$ cat src/rtl/cwc_pkg.sv
package cwc_pkg;
  typedef enum logic [2:0] {
    ST_IDLE,  // armed after reset, line assumed quiet
    ST_HIGH,  // counting qualifying high samples
    ST_HELD,  // word taken, waiting for strobe to drop
    ST_LOW,   // counting low samples since last fall
    ST_DROP   // pulse rejected, waiting for it to end
  } qual_state_e;
endpackage

$ cat src/rtl/cwc_sync.sv
module cwc_sync #(
  parameter int STAGES = 2
) (
  input  logic clk_i,
  input  logic rst_ni,
  input  logic async_i,
  output logic sync_o
);
  logic [STAGES-1:0] q;

  generate
    if (STAGES == 1) begin : g_one
      always_ff @(posedge clk_i or negedge rst_ni) begin
        if (!rst_ni) q <= '0;
        else         q <= async_i;
      end
    end else begin : g_chain
      always_ff @(posedge clk_i or negedge rst_ni) begin
        if (!rst_ni) q <= '0;
        else         q <= {q[STAGES-2:0], async_i};
      end
    end
  endgenerate

  assign sync_o = q[STAGES-1];
endmodule

$ cat src/rtl/cwc_qual_fsm.sv
module cwc_qual_fsm
  import cwc_pkg::*;
#(
  parameter int CAPTURE_CYCLE = 3,
  parameter int MIN_HIGH      = 6,
  parameter int MIN_LOW       = 6
) (
  input  logic clk_i,
  input  logic rst_ni,
  input  logic en_i,
  output logic fire_o,
  output logic proto_err_o
);
  localparam int MAX_HL  = (MIN_HIGH > MIN_LOW) ? MIN_HIGH : MIN_LOW;
  localparam int CNT_MAX = (MAX_HL > CAPTURE_CYCLE) ? MAX_HL : CAPTURE_CYCLE;
  localparam int CNT_W   = $clog2(CNT_MAX + 1);
  localparam logic [CNT_W-1:0] CNT_TOP  = CNT_W'(CNT_MAX);
  localparam logic [CNT_W-1:0] CAP_LAST = CNT_W'(CAPTURE_CYCLE - 1);
  localparam logic [CNT_W-1:0] HI_MIN   = CNT_W'(MIN_HIGH);
  localparam logic [CNT_W-1:0] LO_MIN   = CNT_W'(MIN_LOW);
  localparam logic [CNT_W-1:0] ONE      = CNT_W'(1);

  qual_state_e state_q, state_d;
  logic [CNT_W-1:0] cnt_q, cnt_d, cnt_inc;
  logic err_q, err_set, fire;

  assign cnt_inc = (cnt_q == CNT_TOP) ? cnt_q : cnt_q + ONE;

  always_comb begin
    state_d = state_q;
    cnt_d   = cnt_q;
    err_set = 1'b0;
    fire    = 1'b0;
    unique case (state_q)
      ST_IDLE: begin
        if (en_i) begin
          state_d = ST_HIGH;
          cnt_d   = ONE;
        end
      end
      ST_HIGH: begin
        if (!en_i) begin
          err_set = 1'b1;  // fell before capture
          state_d = ST_LOW;
          cnt_d   = ONE;
        end else if (cnt_q == CAP_LAST) begin
          fire    = 1'b1;
          state_d = ST_HELD;
          cnt_d   = cnt_inc;
        end else begin
          cnt_d = cnt_inc;
        end
      end
      ST_HELD: begin
        if (!en_i) begin
          if (cnt_q < HI_MIN) err_set = 1'b1;
          state_d = ST_LOW;
          cnt_d   = ONE;
        end else begin
          cnt_d = cnt_inc;
        end
      end
      ST_LOW: begin
        if (en_i) begin
          if (cnt_q >= LO_MIN) begin
            state_d = ST_HIGH;
            cnt_d   = ONE;
          end else begin
            err_set = 1'b1;  // gap too short, reject whole pulse
            state_d = ST_DROP;
          end
        end else begin
          cnt_d = cnt_inc;
        end
      end
      ST_DROP: begin
        if (!en_i) begin
          state_d = ST_LOW;
          cnt_d   = ONE;
        end
      end
      default: begin
        state_d = ST_IDLE;
        cnt_d   = '0;
      end
    endcase
  end

  always_ff @(posedge clk_i or negedge rst_ni) begin
    if (!rst_ni) begin
      state_q <= ST_IDLE;
      cnt_q   <= '0;
      err_q   <= 1'b0;
    end else begin
      state_q <= state_d;
      cnt_q   <= cnt_d;
      err_q   <= err_q | err_set;
    end
  end

  assign fire_o      = fire;
  assign proto_err_o = err_q;
endmodule

$ cat src/rtl/cwc_push_stage.sv
module cwc_push_stage #(
  parameter int DATA_W = 32
) (
  input  logic              clk_i,
  input  logic              rst_ni,
  input  logic              fire_i,
  input  logic              full_i,
  input  logic [DATA_W-1:0] data_i,
  output logic              push_o,
  output logic [DATA_W-1:0] data_o,
  output logic              ovf_o
);
  logic              push_q, ovf_q;
  logic [DATA_W-1:0] data_q;

  always_ff @(posedge clk_i or negedge rst_ni) begin
    if (!rst_ni) begin
      push_q <= 1'b0;
      ovf_q  <= 1'b0;
      data_q <= '0;
    end else begin
      push_q <= fire_i & ~full_i;
      if (fire_i & full_i) ovf_q <= 1'b1;
      if (fire_i & ~full_i) data_q <= data_i;
    end
  end

  assign push_o = push_q;
  assign data_o = data_q;
  assign ovf_o  = ovf_q;
endmodule

$ cat src/rtl/coef_wr_capture.sv
module coef_wr_capture #(
  parameter int DATA_W        = 32,
  parameter int SYNC_STAGES   = 2,
  parameter int CAPTURE_CYCLE = 3,
  parameter int MIN_HIGH      = 6,
  parameter int MIN_LOW       = 6
) (
  input  logic              clk_i,
  input  logic              rst_ni,
  input  logic              wr_en_i,
  input  logic [DATA_W-1:0] data_i,
  input  logic              fifo_full_i,
  output logic              push_o,
  output logic [DATA_W-1:0] push_data_o,
  output logic              proto_err_o,
  output logic              ovf_err_o
);
  logic en_sync;
  logic fire;

  cwc_sync #(.STAGES(SYNC_STAGES)) u_sync (
    .clk_i  (clk_i),
    .rst_ni (rst_ni),
    .async_i(wr_en_i),
    .sync_o (en_sync)
  );

  cwc_qual_fsm #(
    .CAPTURE_CYCLE(CAPTURE_CYCLE),
    .MIN_HIGH     (MIN_HIGH),
    .MIN_LOW      (MIN_LOW)
  ) u_fsm (
    .clk_i      (clk_i),
    .rst_ni     (rst_ni),
    .en_i       (en_sync),
    .fire_o     (fire),
    .proto_err_o(proto_err_o)
  );

  cwc_push_stage #(.DATA_W(DATA_W)) u_push (
    .clk_i (clk_i),
    .rst_ni(rst_ni),
    .fire_i(fire),
    .full_i(fifo_full_i),
    .data_i(data_i),
    .push_o(push_o),
    .data_o(push_data_o),
    .ovf_o (ovf_err_o)
  );
endmodule

$ cat config.mk
export PLATFORM = sky130hd
export DESIGN_NAME = coef_wr_capture
export DESIGN_NICKNAME = d
export VERILOG_FILES = /design/src/rtl/cwc_pkg.sv /design/src/rtl/cwc_sync.sv /design/src/rtl/cwc_qual_fsm.sv /design/src/rtl/cwc_push_stage.sv /design/src/rtl/coef_wr_capture.sv
export SDC_FILE = /design/constraint.sdc
export NUM_CORES = 1
export LEC_CHECK = 0
export CAP_MARGIN = 30
export CORE_UTILIZATION = 48
export DETAILED_ROUTE_END_ITERATION = 12
export PLACE_DENSITY_LB_ADDON = 0.2
export SETUP_SLACK_MARGIN = 0.4
export SYNTH_ARGS = -nofsm -noshare
export SYNTH_HDL_FRONTEND = slang
export SYNTH_SLANG_ARGS = --single-unit
$ cat constraint.sdc
create_clock -name clk_i -period 3.45 [get_ports clk_i]
set_input_delay 0.345 -clock clk_i [delete_from_list [all_inputs] [get_ports clk_i]]
set_output_delay 0.345 -clock clk_i [all_outputs]
set_load 0.005 [all_outputs]
### Word-level counts from Yosys, hierarchy flattened

Index checks and enable logic that the tools add are counted.
W data, S select, Z words.

* order comparisons: 2
* reduce and logical (&&, ||, !) cells: 5
* equal/unequal tests: 12
* mux-type cells: 22
* div/mod/pow operators: 0
* shifts and indexed selects: 0
* bitwise logic cells: 4
* add/subtract/negate cells: 1
* multiply operators: 0

Operators with widths (number)
* $mux W3: 11
* $pmux W3 S4: 2
* $eq A3 B2 Y1 const B: 3
* $mux W1: 8
* $ne A2 B2 Y1 const B: 4
* $eq A3 B3 Y1 const B: 2
* $ne A3 B2 Y1 const B: 2
* $reduce_and A4 Y1: 1
* $reduce_or A2 Y1: 2
* $add A3 B1 Y3 const B: 1
* $eq A3 B1 Y1 const B: 1
* $ge A3 B3 Y1 const B: 1
* $logic_not A3 Y1: 1
* $lt A3 B3 Y1 const B: 1
* $pmux W1 S3: 1
* $reduce_and A3 Y1: 1
* $and A1 B1 Y1: 2
* $not A1 Y1: 1
* $or A1 B1 Y1: 1

* memories kept: 0
* output and inout port bits: 35
* memory bits (writable): 0
* register bits after elaboration: 43
* bits in latches: 0
* bits in read-only memories: 0

### Depth between registers and ports, before layout

Gate-level depths: netlist (run 1).

* depth after elaboration: 5
* gate-level depth with buffers: 8

### Hierarchy

A second synthesis (run 1) with hierarchy kept.

* cells, all modules: 137
* area, all modules: 2020.7 um2

Modules (own cells, without submodules)
* cwc_push_stage: cells each 72, times used 1, seq. area each 850.8 um2, area an instance 1413.9 um2
* cwc_qual_fsm: cells each 63, times used 1, seq. area each 175.2 um2, area an instance 556.8 um2
* cwc_sync: cells each 2, times used 1, seq. area each 50.0 um2, area an instance 50.0 um2

### Worst setup path before layout (run 1)

No wires, ideal clock.

* path kind: flip-flop to flip-flop
* from: reg u_fsm.cnt_q[0]
* to: reg u_push.data_q[10], in the netlist u_push.data_o[10]
* slack: 1.696 ns
* data required time: 3.325 ns
* setup time: 0.125 ns
* arrival: 1.629 ns
* stages on the path, launching flop included: 9
* buffers on the path: 2
* cells stage by stage: dfrtp_1 -> inv_1 -> ha_1 -> nand2b_4 -> nor4_4 -> and2b_1 -> buf_6 -> buf_12 -> mux2_4

* longest elaborated chain between the ends: 5

RTL lines
* from (decl): RTL line cwc_qual_fsm.sv:24 `logic [CNT_W-1:0] cnt_q, cnt_d, cnt_inc;`
* from (signal assigned): RTL line cwc_qual_fsm.sv:96 `cnt_q <= cnt_d;`
* $eq A3 B2 Y1: RTL line cwc_qual_fsm.sv:46 `end else if (cnt_q == CAP_LAST) begin`
* $mux W1: RTL line cwc_qual_fsm.sv:46
* $mux W1: RTL line cwc_qual_fsm.sv:42 `if (!en_i) begin`
* $mux W1: RTL line cwc_qual_fsm.sv:34 `unique case (state_q)`
* $and A1 B1 Y1: RTL line cwc_push_stage.sv:24 `if (fire_i & ~full_i) data_q <= data_i;`
* to (signal assigned): RTL line cwc_push_stage.sv:24
* to (decl): RTL line cwc_push_stage.sv:14 `logic [DATA_W-1:0] data_q;`

No other way between the ends.
A chain may end at the register's enable or synchronous reset.

### Worst setup path after layout (run 1)

* from: reg u_fsm.cnt_q[1]
* to: reg u_push.data_q[1], in the netlist u_push.data_o[1]

The elaborated chain is that of the path after synthesis.

==> results.toml, run 1 <==
[run_status]
status = "finished clean"

[cells_and_area]
drive_gt1_share_pct = 21.2
final_area_sq_mm = 0.00277
syn_to_final_growth_pct = 37.0
diodes = 0
nets = 249
finalNonFillerCells = 262

[placed_design]
place_area_sq_mm = 0.00269
hpwl_mm = 2.84
gp_congestion = 0.867
numPortBuffers = 70
placedCellCount = 254

[power]
swShare_pct = 30.2
p_comb_share_pct = 38.4
power_density_mw_per_mm2 = 640
p_int_uw = 1240
leakagePower_uw = 0.00123
clockPowerShare_pct = 17.2
power_frac_seq_pct = 44.4
p_sw_uw = 535
ir_drop_v = 0.000363

[synth]
muxShareOfSynthArea_pct = 23.2
yosysUniqueCellTypes = 35
synth-adder-area-share_pct = 1.24
synth_ff_type = "dfrtp_1"
synth_nets = 180
yosys.area_share.simple_pct = 7.43
synth_top_family_by_area = "multiplexers"
synth-seq-cells = 43
synth-compound-area-share_pct = 8.35
ys_async_sr_fraction_pct = 100
synth_xor_area_share_pct = 0.866
synthCells = 142
syn_area_sq_mm = 0.00202
synth-edff-count = 0
yosysWarnings = 0
avgSynthCellArea_sq_um = 14.2
ys_seq_area_share_pct = 53.2

[floorplan]
fp.dieW_microns = 66.9
rows = 23
io_pins = 71
coreArea_sq_mm = 0.00403
initial_core_util_pct = 50.2
die_area_sq_mm = 0.00448
die_h_microns = 66.9

[clock_network]
post_cts_resize_count = 0
cts_buffer_depth = 2
path_clk_slew_ps = 80
h-tree-depth = 2
cts-hold-fix-buffers = 0
cts-root-buf = "clkbuf_8"
cts_buffers = 5
clock_latency_ps = 290
cts_tree = "done"
cts_sinks = 43
post-cts-setup-buffers = 0

[global_route]
grt_pass1_wl_mm = 6.34
groute.usage.overall_pct = 19.5
antenna_found_initial = 0
first_global_vias = 1364
overflow = 0
grt_max_degree = 44

[setup_path]
critPathKind = "reg -> reg"
startpoint_type = "register"
crit_start = "u_fsm.cnt_q[1]"
endpoint_kind = "register"
worstPathMaxFanout = 33
r2r-start = "u_fsm.cnt_q[1]"
worstPathArrival_ps = 2400
required_ps = 3630
r2r_cells = 6

[sta]
fin_crit_sh_pct = 64.5
fin_crit_ps = 2220
tns_ps = 0
grt_setup_unrepaired = "false"
fin_skew_ps = 4.29
worstMarginPinSlew_ps = 931
finalHoldViolations = 0
clock.fmax_mhz = 450
report.final.setup_viol = 0
slew_headroom_pct = 37.9
slew_violations = 0

[flow_run]
cap_violations = 0

[route]
drtPass1Iterations = 4
wl_per_cell_microns = 15.3
drc_errors = 0
vias = 1361
routed_via_density = 5.19
ant_nets = 0
routed_wl_mm = 4.01
drt_iter0_drc = 34

[min_path]
worstHoldPathType = "in -> async"
-- state kept, by name, indices dropped and copies added, names as in the netlist --
name               cells
u_push.data_o         32
u_push.push_o          1
u_push.ovf_o           1
u_fsm.cnt_q            3
u_fsm.proto_err_o      1
u_sync.q               2
u_fsm.state_q          3
-- cell families (layout without fill, tap and decap cells) --
family          count (synthesis)  count (layout)
buf+inv                        12              82
fa+ha+maj                       2               2
xor+xnor                        2               2
mux                            32              32
compound gates                 27              27
flops                          43              43
simple gates                   24              24
-- layout by cell type (no fill, tap or decap), types with 3 or more instances in the layout --
cell type         n
a21oi_1           8
a31oi_1           3
and3_1            3
clkbuf_8          5
clkdlybuf4s50_1  69
dfrtp_1          43
inv_1             3
mux2_2            3
mux2_4           29
nand2_1           3
nand3_1           3
nor2_1            5
nor3_1            3
o21ai_0           6
-- final timing paths --
path / to / slack [ps]
max: u_push.data_o[1] / 1230
min: u_push.ovf_o / 180
max reg2reg: u_push.data_o[1] / 1230
min reg2reg: u_sync.q[1] / 350
max in group asynchronous: u_push.data_o[1] / 2680
min in group clk_i: u_sync.q[1] / 350
-- layer usage --
metal | GRT usage (%) | part of all wire (%) | vias up
li1 | - | - | 646
met1 | 24.3 | 43 | 648
met2 | 31.3 | 49 | 62
met3 | 6.68 | 6.6 | 5
met4 | 6.91 | 1.0 | 0
met5 | 0 | 0 | -
-- power groups by stage --
stage | registers (uW) | clock network (uW) | logic, uW
global route | 809 | 340 | 751
detailed placement | 792 | 0 | 685
CTS | 786 | 317 | 689
global placement | 784 | 0 | 665
finish | 787 | 306 | 681
floorplan | 747 | 0 | 409
-- layout make-up --
cell class	instances	area [sq um]
inverters	3	11.3
well taps	50	62.6
flip-flops and latches	43	1080
repair buffers	71	703
clock inverters	2	12.5
fillers	282	1260
multi-input cells	87	832
clock buffers	6	72.6
-- worst max-delay path, stage by stage, from the launching register on --
cell	delay, ps
dfrtp_1	460
ha_1	330
nand2b_4	100
nor4_4	150
and2b_2	170
buf_4	460
mux2_2	410
-- metrics by stage --
step / setup WS, ps / utilization (%) / power, uW / hold WS (ps)
detailed placement: 1250 / 66.6 / 1480 / 335
global placement: 1350 / 66.6 / 1450 / 332
finish: 1230 / 68.8 / 1770 / 180
CTS: 1230 / 68.8 / 1790 / 224
floorplan: 1700 / - / 1160 / 49.4
global route: 1110 / 68.8 / 1900 / 265
-- cell usage after synthesis, drive strengths merged, types with 2 or more instances --
library cell | n | area (sq um)
a21o | 2 | 15.0
a21oi | 8 | 40.0
a31oi | 3 | 18.8
and3 | 3 | 18.8
buf | 8 | 100
dfrtp | 43 | 1080
ha | 2 | 25.0
inv | 3 | 11.3
mux2 | 32 | 469
nand2 | 3 | 11.3
nand3 | 3 | 15.0
nor2 | 5 | 18.8
nor3 | 3 | 15.0
o21ai | 6 | 30.0
or3 | 2 | 12.5
(Power assumes the default switching activity.)
==> run 2, diff against run 1 <==
--- a/config.mk
+++ b/config.mk
@@ -6,7 +6,7 @@
 export NUM_CORES = 1
 export LEC_CHECK = 0
 export CAP_MARGIN = 30
-export CORE_UTILIZATION = 48
+export CORE_UTILIZATION = 45
 export DETAILED_ROUTE_END_ITERATION = 12
 export PLACE_DENSITY_LB_ADDON = 0.2
 export SETUP_SLACK_MARGIN = 0.4
==> constraint.sdc (replaced) <==
create_clock -name clk_i -period 2.3 [get_ports clk_i]
set_input_delay 0.23 -clock clk_i [delete_from_list [all_inputs] [get_ports clk_i]]
set_output_delay 0.23 -clock clk_i [all_outputs]
set_load 0.005 [all_outputs]
==> results.toml, run 2 (synthesized netlist as in run 1, its figures left out) <==
[sta]
grt_setup_unrepaired = "true"
worstMarginPinSlew_ps = 931
fin_crit_sh_pct = 79.0
slew_headroom_pct = 38.0
fin_crit_ps = 1820
report.final.setup_viol = 0
fin_skew_ps = 8.89
tns_ps = 0
clock.fmax_mhz = 550
layout_setup_ws_ps = 483
slew_violations = 0
whs_ps = 75.8
finalHoldViolations = 0

[route]
ant_nets = 0
wl_per_cell_microns = 15.0
vias = 1377
drt_iter0_drc = 53
routed_via_density = 5.08
routed_wl_mm = 4.07
drc_errors = 0
drtPass1Iterations = 4

[clock_network]
cts_sinks = 43
path_clk_slew_ps = 80
cts-root-buf = "clkbuf_8"
cts_buffer_depth = 2
cts_buffers = 5
cts_tree = "done"
h-tree-depth = 2
clock_latency_ps = 290
cts-hold-fix-buffers = 0

[flow_run]
cap_violations = 0

[power]
power_density_mw_per_mm2 = 958
total_power_uw = 2730
p_comb_share_pct = 42.1
p_int_uw = 1910
power_frac_seq_pct = 41.0
ir_drop_v = 0.000495
p_sw_uw = 827
swShare_pct = 30.2
leakagePower_uw = 0.00127
clockPowerShare_pct = 16.8

[global_route]
groute.usage.overall_pct = 18.4
overflow = 0
grt_pass1_wl_mm = 7.02
grt_max_degree = 44
first_global_vias = 1479
antenna_found_initial = 0

[floorplan]
initial_core_util_pct = 46.8
rows = 24
die_area_sq_mm = 0.00477
coreArea_sq_mm = 0.00432
die_h_microns = 69.0
fp.dieW_microns = 69.0
io_pins = 71

[placed_design]
hpwl_mm = 2.94
numPortBuffers = 70
pre_cts_ws_ps = 240
gp_congestion = 0.736

[cells_and_area]
final_common_cell = "clkdlybuf4s50_1"
fillers = 315
nets = 256
diodes = 0
final_util_pct = 66.0
drive_gt1_share_pct = 24.7
mostFrequentLayoutCells = "clkdlybuf4s50_1 (69), dfrtp_1 (42), mux2_4 (29)"
syn_to_final_growth_pct = 41.1
largest_reg_flops = 32

[setup_path]
reg2reg_to = "u_push.data_o[0]"
startpoint_type = "register"
worstPathArrival_ps = 1990
critPathKind = "reg -> reg"
worstPathMaxFanout = 15
r2r_slack_ps = 480
required_ps = 2470
r2r-start = "u_fsm.cnt_q[0]"
r2r_cells = 7
endpoint_kind = "register"

[min_path]
worstHoldPathType = "in -> async"

[run_status]
status = "finished clean"
## run 2: cell count changes in the layout (fill, tap and decap cells not counted)
| cell | change |
|---|---|
| dfrtp_1 | -1 |
| buf_12 | +1 |
| ha_1 | -1 |
| buf_4 | +6 |
| ha_4 | +1 |
| and2b_2 | -1 |
| and2b_4 | +1 |
| dfrtp_2 | +1 |
## run 2: power by group through the flow
stage          clock, uW  sequential, uW  combinational, uW
2_1_floorplan          0            1120                613
3_3_place_gp           0            1120               1100
3_5_place_dp           0            1120               1130
4_1_cts              473            1120               1140
5_1_grt              516            1150               1250
6_report             460            1120               1150
## run 2: how the worst max path moves through the flow
| stage | from | end | depth (start not counted) |
|---|---|---|---|
| after global routing | u_fsm.cnt_q[0] | u_push.data_o[0] | 7 |
| final | u_fsm.cnt_q[0] | u_push.data_o[0] | 7 |
| after global placement | u_fsm.cnt_q[0] | u_push.data_o[13] | 7 |
| after detailed placement | u_fsm.cnt_q[1] | u_push.data_o[0] | 6 |
| after CTS | u_fsm.cnt_q[0] | u_push.data_o[0] | 7 |
| after floorplan | u_fsm.cnt_q[0] | u_push.data_o[10] | 8 |
## run 2: per-layer routing
layer,track usage (%),vias up,wire length (microns)
li1,-,658,-
met1,25.2,652,1830
met2,29.7,61,1990
met3,4.82,6,217
met4,3.40,0,34
met5,0,-,0
## run 2: what timing repair did
action | 4_1_cts | 5_1_grt
endpoints found under the setup margin | 27 | 14
buffers inserted | 1 | 0
resized for setup | 3 | 1
## run 2: cell type report
type / instances / area (sq um) / share of cell area, %
clock buffers: 6 / 72.6 / 2.54
flip-flops and latches: 43 / 1080 / 37.8
multi-input cells: 87 / 846 / 29.6
well taps: 52 / 65.1 / 2.28
inverters: 3 / 11.3 / 0.395
clock inverters: 2 / 12.5 / 0.439
repair buffers: 78 / 768 / 26.9
## run 2: critical path, cell delays in order (launching register included)
cell and delay, ps:
dfrtp_1 420, inv_1 110, ha_4 180, nand2b_4 70, nor4_4 150, and2b_4 230, buf_12 170, mux2_2 350
## run 2: metrics by stage
| step | cell area, sq um | std cells |
|---|---|---|
| 6_report | 2850 | 271 |
| 5_1_grt | 2850 | 271 |
| 4_1_cts | 2840 | 271 |
| 3_5_place_dp | 2750 | 262 |
| 3_3_place_gp | 2750 | 262 |
| 2_1_floorplan | 2020 | 142 |
==> run 3, diff against run 2 <==
--- a/config.mk
+++ b/config.mk
@@ -6,7 +6,7 @@
 export NUM_CORES = 1
 export LEC_CHECK = 0
 export CAP_MARGIN = 30
-export CORE_UTILIZATION = 45
+export CORE_UTILIZATION = 40
 export DETAILED_ROUTE_END_ITERATION = 12
 export PLACE_DENSITY_LB_ADDON = 0.2
 export SETUP_SLACK_MARGIN = 0.4
==> constraint.sdc (replaced) <==
create_clock -name clk_i -period 1.6 [get_ports clk_i]
set_input_delay 0.16 -clock clk_i [delete_from_list [all_inputs] [get_ports clk_i]]
set_output_delay 0.16 -clock clk_i [all_outputs]
set_load 0.005 [all_outputs]
==> results.toml, run 3 (synthesized netlist as in run 1, its figures left out) <==
[clock_network]
cts_sinks = 43
cts_buffers = 5
cts_buffer_depth = 2
cts_tree = "done"
h-tree-depth = 2
path_clk_slew_ps = 80
clock_latency_ps = 280
cts-root-buf = "clkbuf_8"

[setup_path]
startpoint_type = "register"
required_ps = 1770
endpoint_kind = "register"
critPathKind = "reg -> reg"
worstPathArrival_ps = 1890
worstPathMaxFanout = 5

[sta]
worstMarginPinSlew_ps = 529
fin_crit_ps = 1720
finalHoldViolations = 0
layout_setup_ws_ps = -120
report.final.setup_viol = 33
clock.fmax_mhz = 581
tns_ps = -2490
grt_setup_unrepaired = "true"
slew_headroom_pct = 64.7
fin_skew_ps = 3.28
fin_crit_sh_pct = 107
slew_violations = 0

[power]
p_comb_share_pct = 46.9
leakagePower_uw = 0.00155
swShare_pct = 31.5
power_density_mw_per_mm2 = 1310
ir_drop_v = 0.000579
p_sw_uw = 1300
power_frac_seq_pct = 38.2
total_power_uw = 4130
p_int_uw = 2830
clockPowerShare_pct = 15.0

[global_route]
grt_util_met3_pct = 3.87
groute.usage.overall_pct = 18.7
antenna_found_initial = 0
met1_usage_pct = 23.3
first_global_vias = 1553
overflow = 0
use_met2_pct = 31.7
grt_pass1_wl_mm = 7.47
busiest_layer = "met2"
grt_max_degree = 44

[placed_design]
gp_congestion = 0.918
numPortBuffers = 70
hpwl_mm = 3.15
pre_cts_ws_ps = -119

[cells_and_area]
syn_to_final_growth_pct = 55.6
final_util_pct = 65.8
fillers = 347
final_common_cell = "dfrtp_1"
drive_gt1_share_pct = 35.5
nets = 281
diodes = 0
largest_reg_flops = 32
mostFrequentLayoutCells = "dfrtp_1 (43), dlygate4sd2_1 (35), clkdlybuf4s50_1 (34)"

[route]
vias = 1512
drtPass1Iterations = 4
routed_wl_mm = 4.66
drc_errors = 0
drt_iter0_drc = 54
ant_nets = 0
wl_per_cell_microns = 15.1
routed_via_density = 4.89

[min_path]
worstHoldPathType = "reg -> reg"

[floorplan]
rows = 25
coreArea_sq_mm = 0.00479
die_area_sq_mm = 0.00534
die_h_microns = 73.1
initial_core_util_pct = 42.2
io_pins = 71
fp.dieW_microns = 73.1

[flow_run]
cap_violations = 0

[run_status]
status = "finished with violations"
violations = "negative setup slack"
## run 3: worst max-delay path, cell delays in order, from the launching register on
cell      delay, ps
dfrtp_1         390
inv_2            80
ha_4            150
nand2b_4         60
nor4_4          150
and2b_4         240
buf_12          130
buf_16          110
mux2_4          290
## run 3: worst paths after layout
kind | cells past startpoint | slack, ps | end | from
max in group asynchronous | 3 | 760 | u_fsm.proto_err_o | rst_ni
max | 8 | -120 | u_push.data_o[24] | u_fsm.cnt_q[0]
min in group asynchronous | 3 | 480 | u_fsm.cnt_q[1] | rst_ni
min | 0 | 350 | u_sync.q[1] | u_sync.q[0]
max reg2reg | 8 | -120 | u_push.data_o[24] | u_fsm.cnt_q[0]
min reg2reg | 0 | 350 | u_sync.q[1] | u_sync.q[0]
## run 3: per-stage QoR
step                instances  hold slack (ps)  cell area (sq um)
floorplan                 142             -136               2030
global placement          285              264               2840
detailed placement        285              265               2840
CTS                       307              339               3090
global route              309              347               3150
finish                    309              351               3150
## run 3: what timing repair did
action                                 CTS  global route
endpoints found under the hold margin   43             0
gates cloned                             2             0
gates resized for setup                 48             8
pin swaps                                7             4
buffers inserted                        13             2
setup endpoints to repair               75            41
hold buffers                             1             0
## run 3: area by class of cell
class | count | area (sq um) | share of cell area [%]
Clock buffer | 5 | 68.8 | 2.19
Sequential cell | 43 | 1080 | 34.2
Timing Repair Buffer | 103 | 982 | 31.2
Multi-Input combinational cell | 87 | 917 | 29.1
Clock inverter | 1 | 7.51 | 0.239
Tap cell | 67 | 83.8 | 2.66
Inverter | 3 | 11.3 | 0.358
## run 3: metal layers
metal | share of wire [%] | wire length [microns]
met5 | 0 | 0
met4 | 1.9 | 88
met3 | 5.0 | 235
met2 | 51 | 2390
met1 | 42 | 1950
## run 3: power groups by stage
| stage | logic [uW] | clock network (uW) | registers (uW) |
|---|---|---|---|
| floorplan | 903 | 0 | 1620 |
| global placement | 1740 | 0 | 1590 |
| detailed placement | 1800 | 0 | 1600 |
| CTS | 1830 | 645 | 1570 |
| global route | 2100 | 705 | 1610 |
| finish | 1940 | 620 | 1580 |
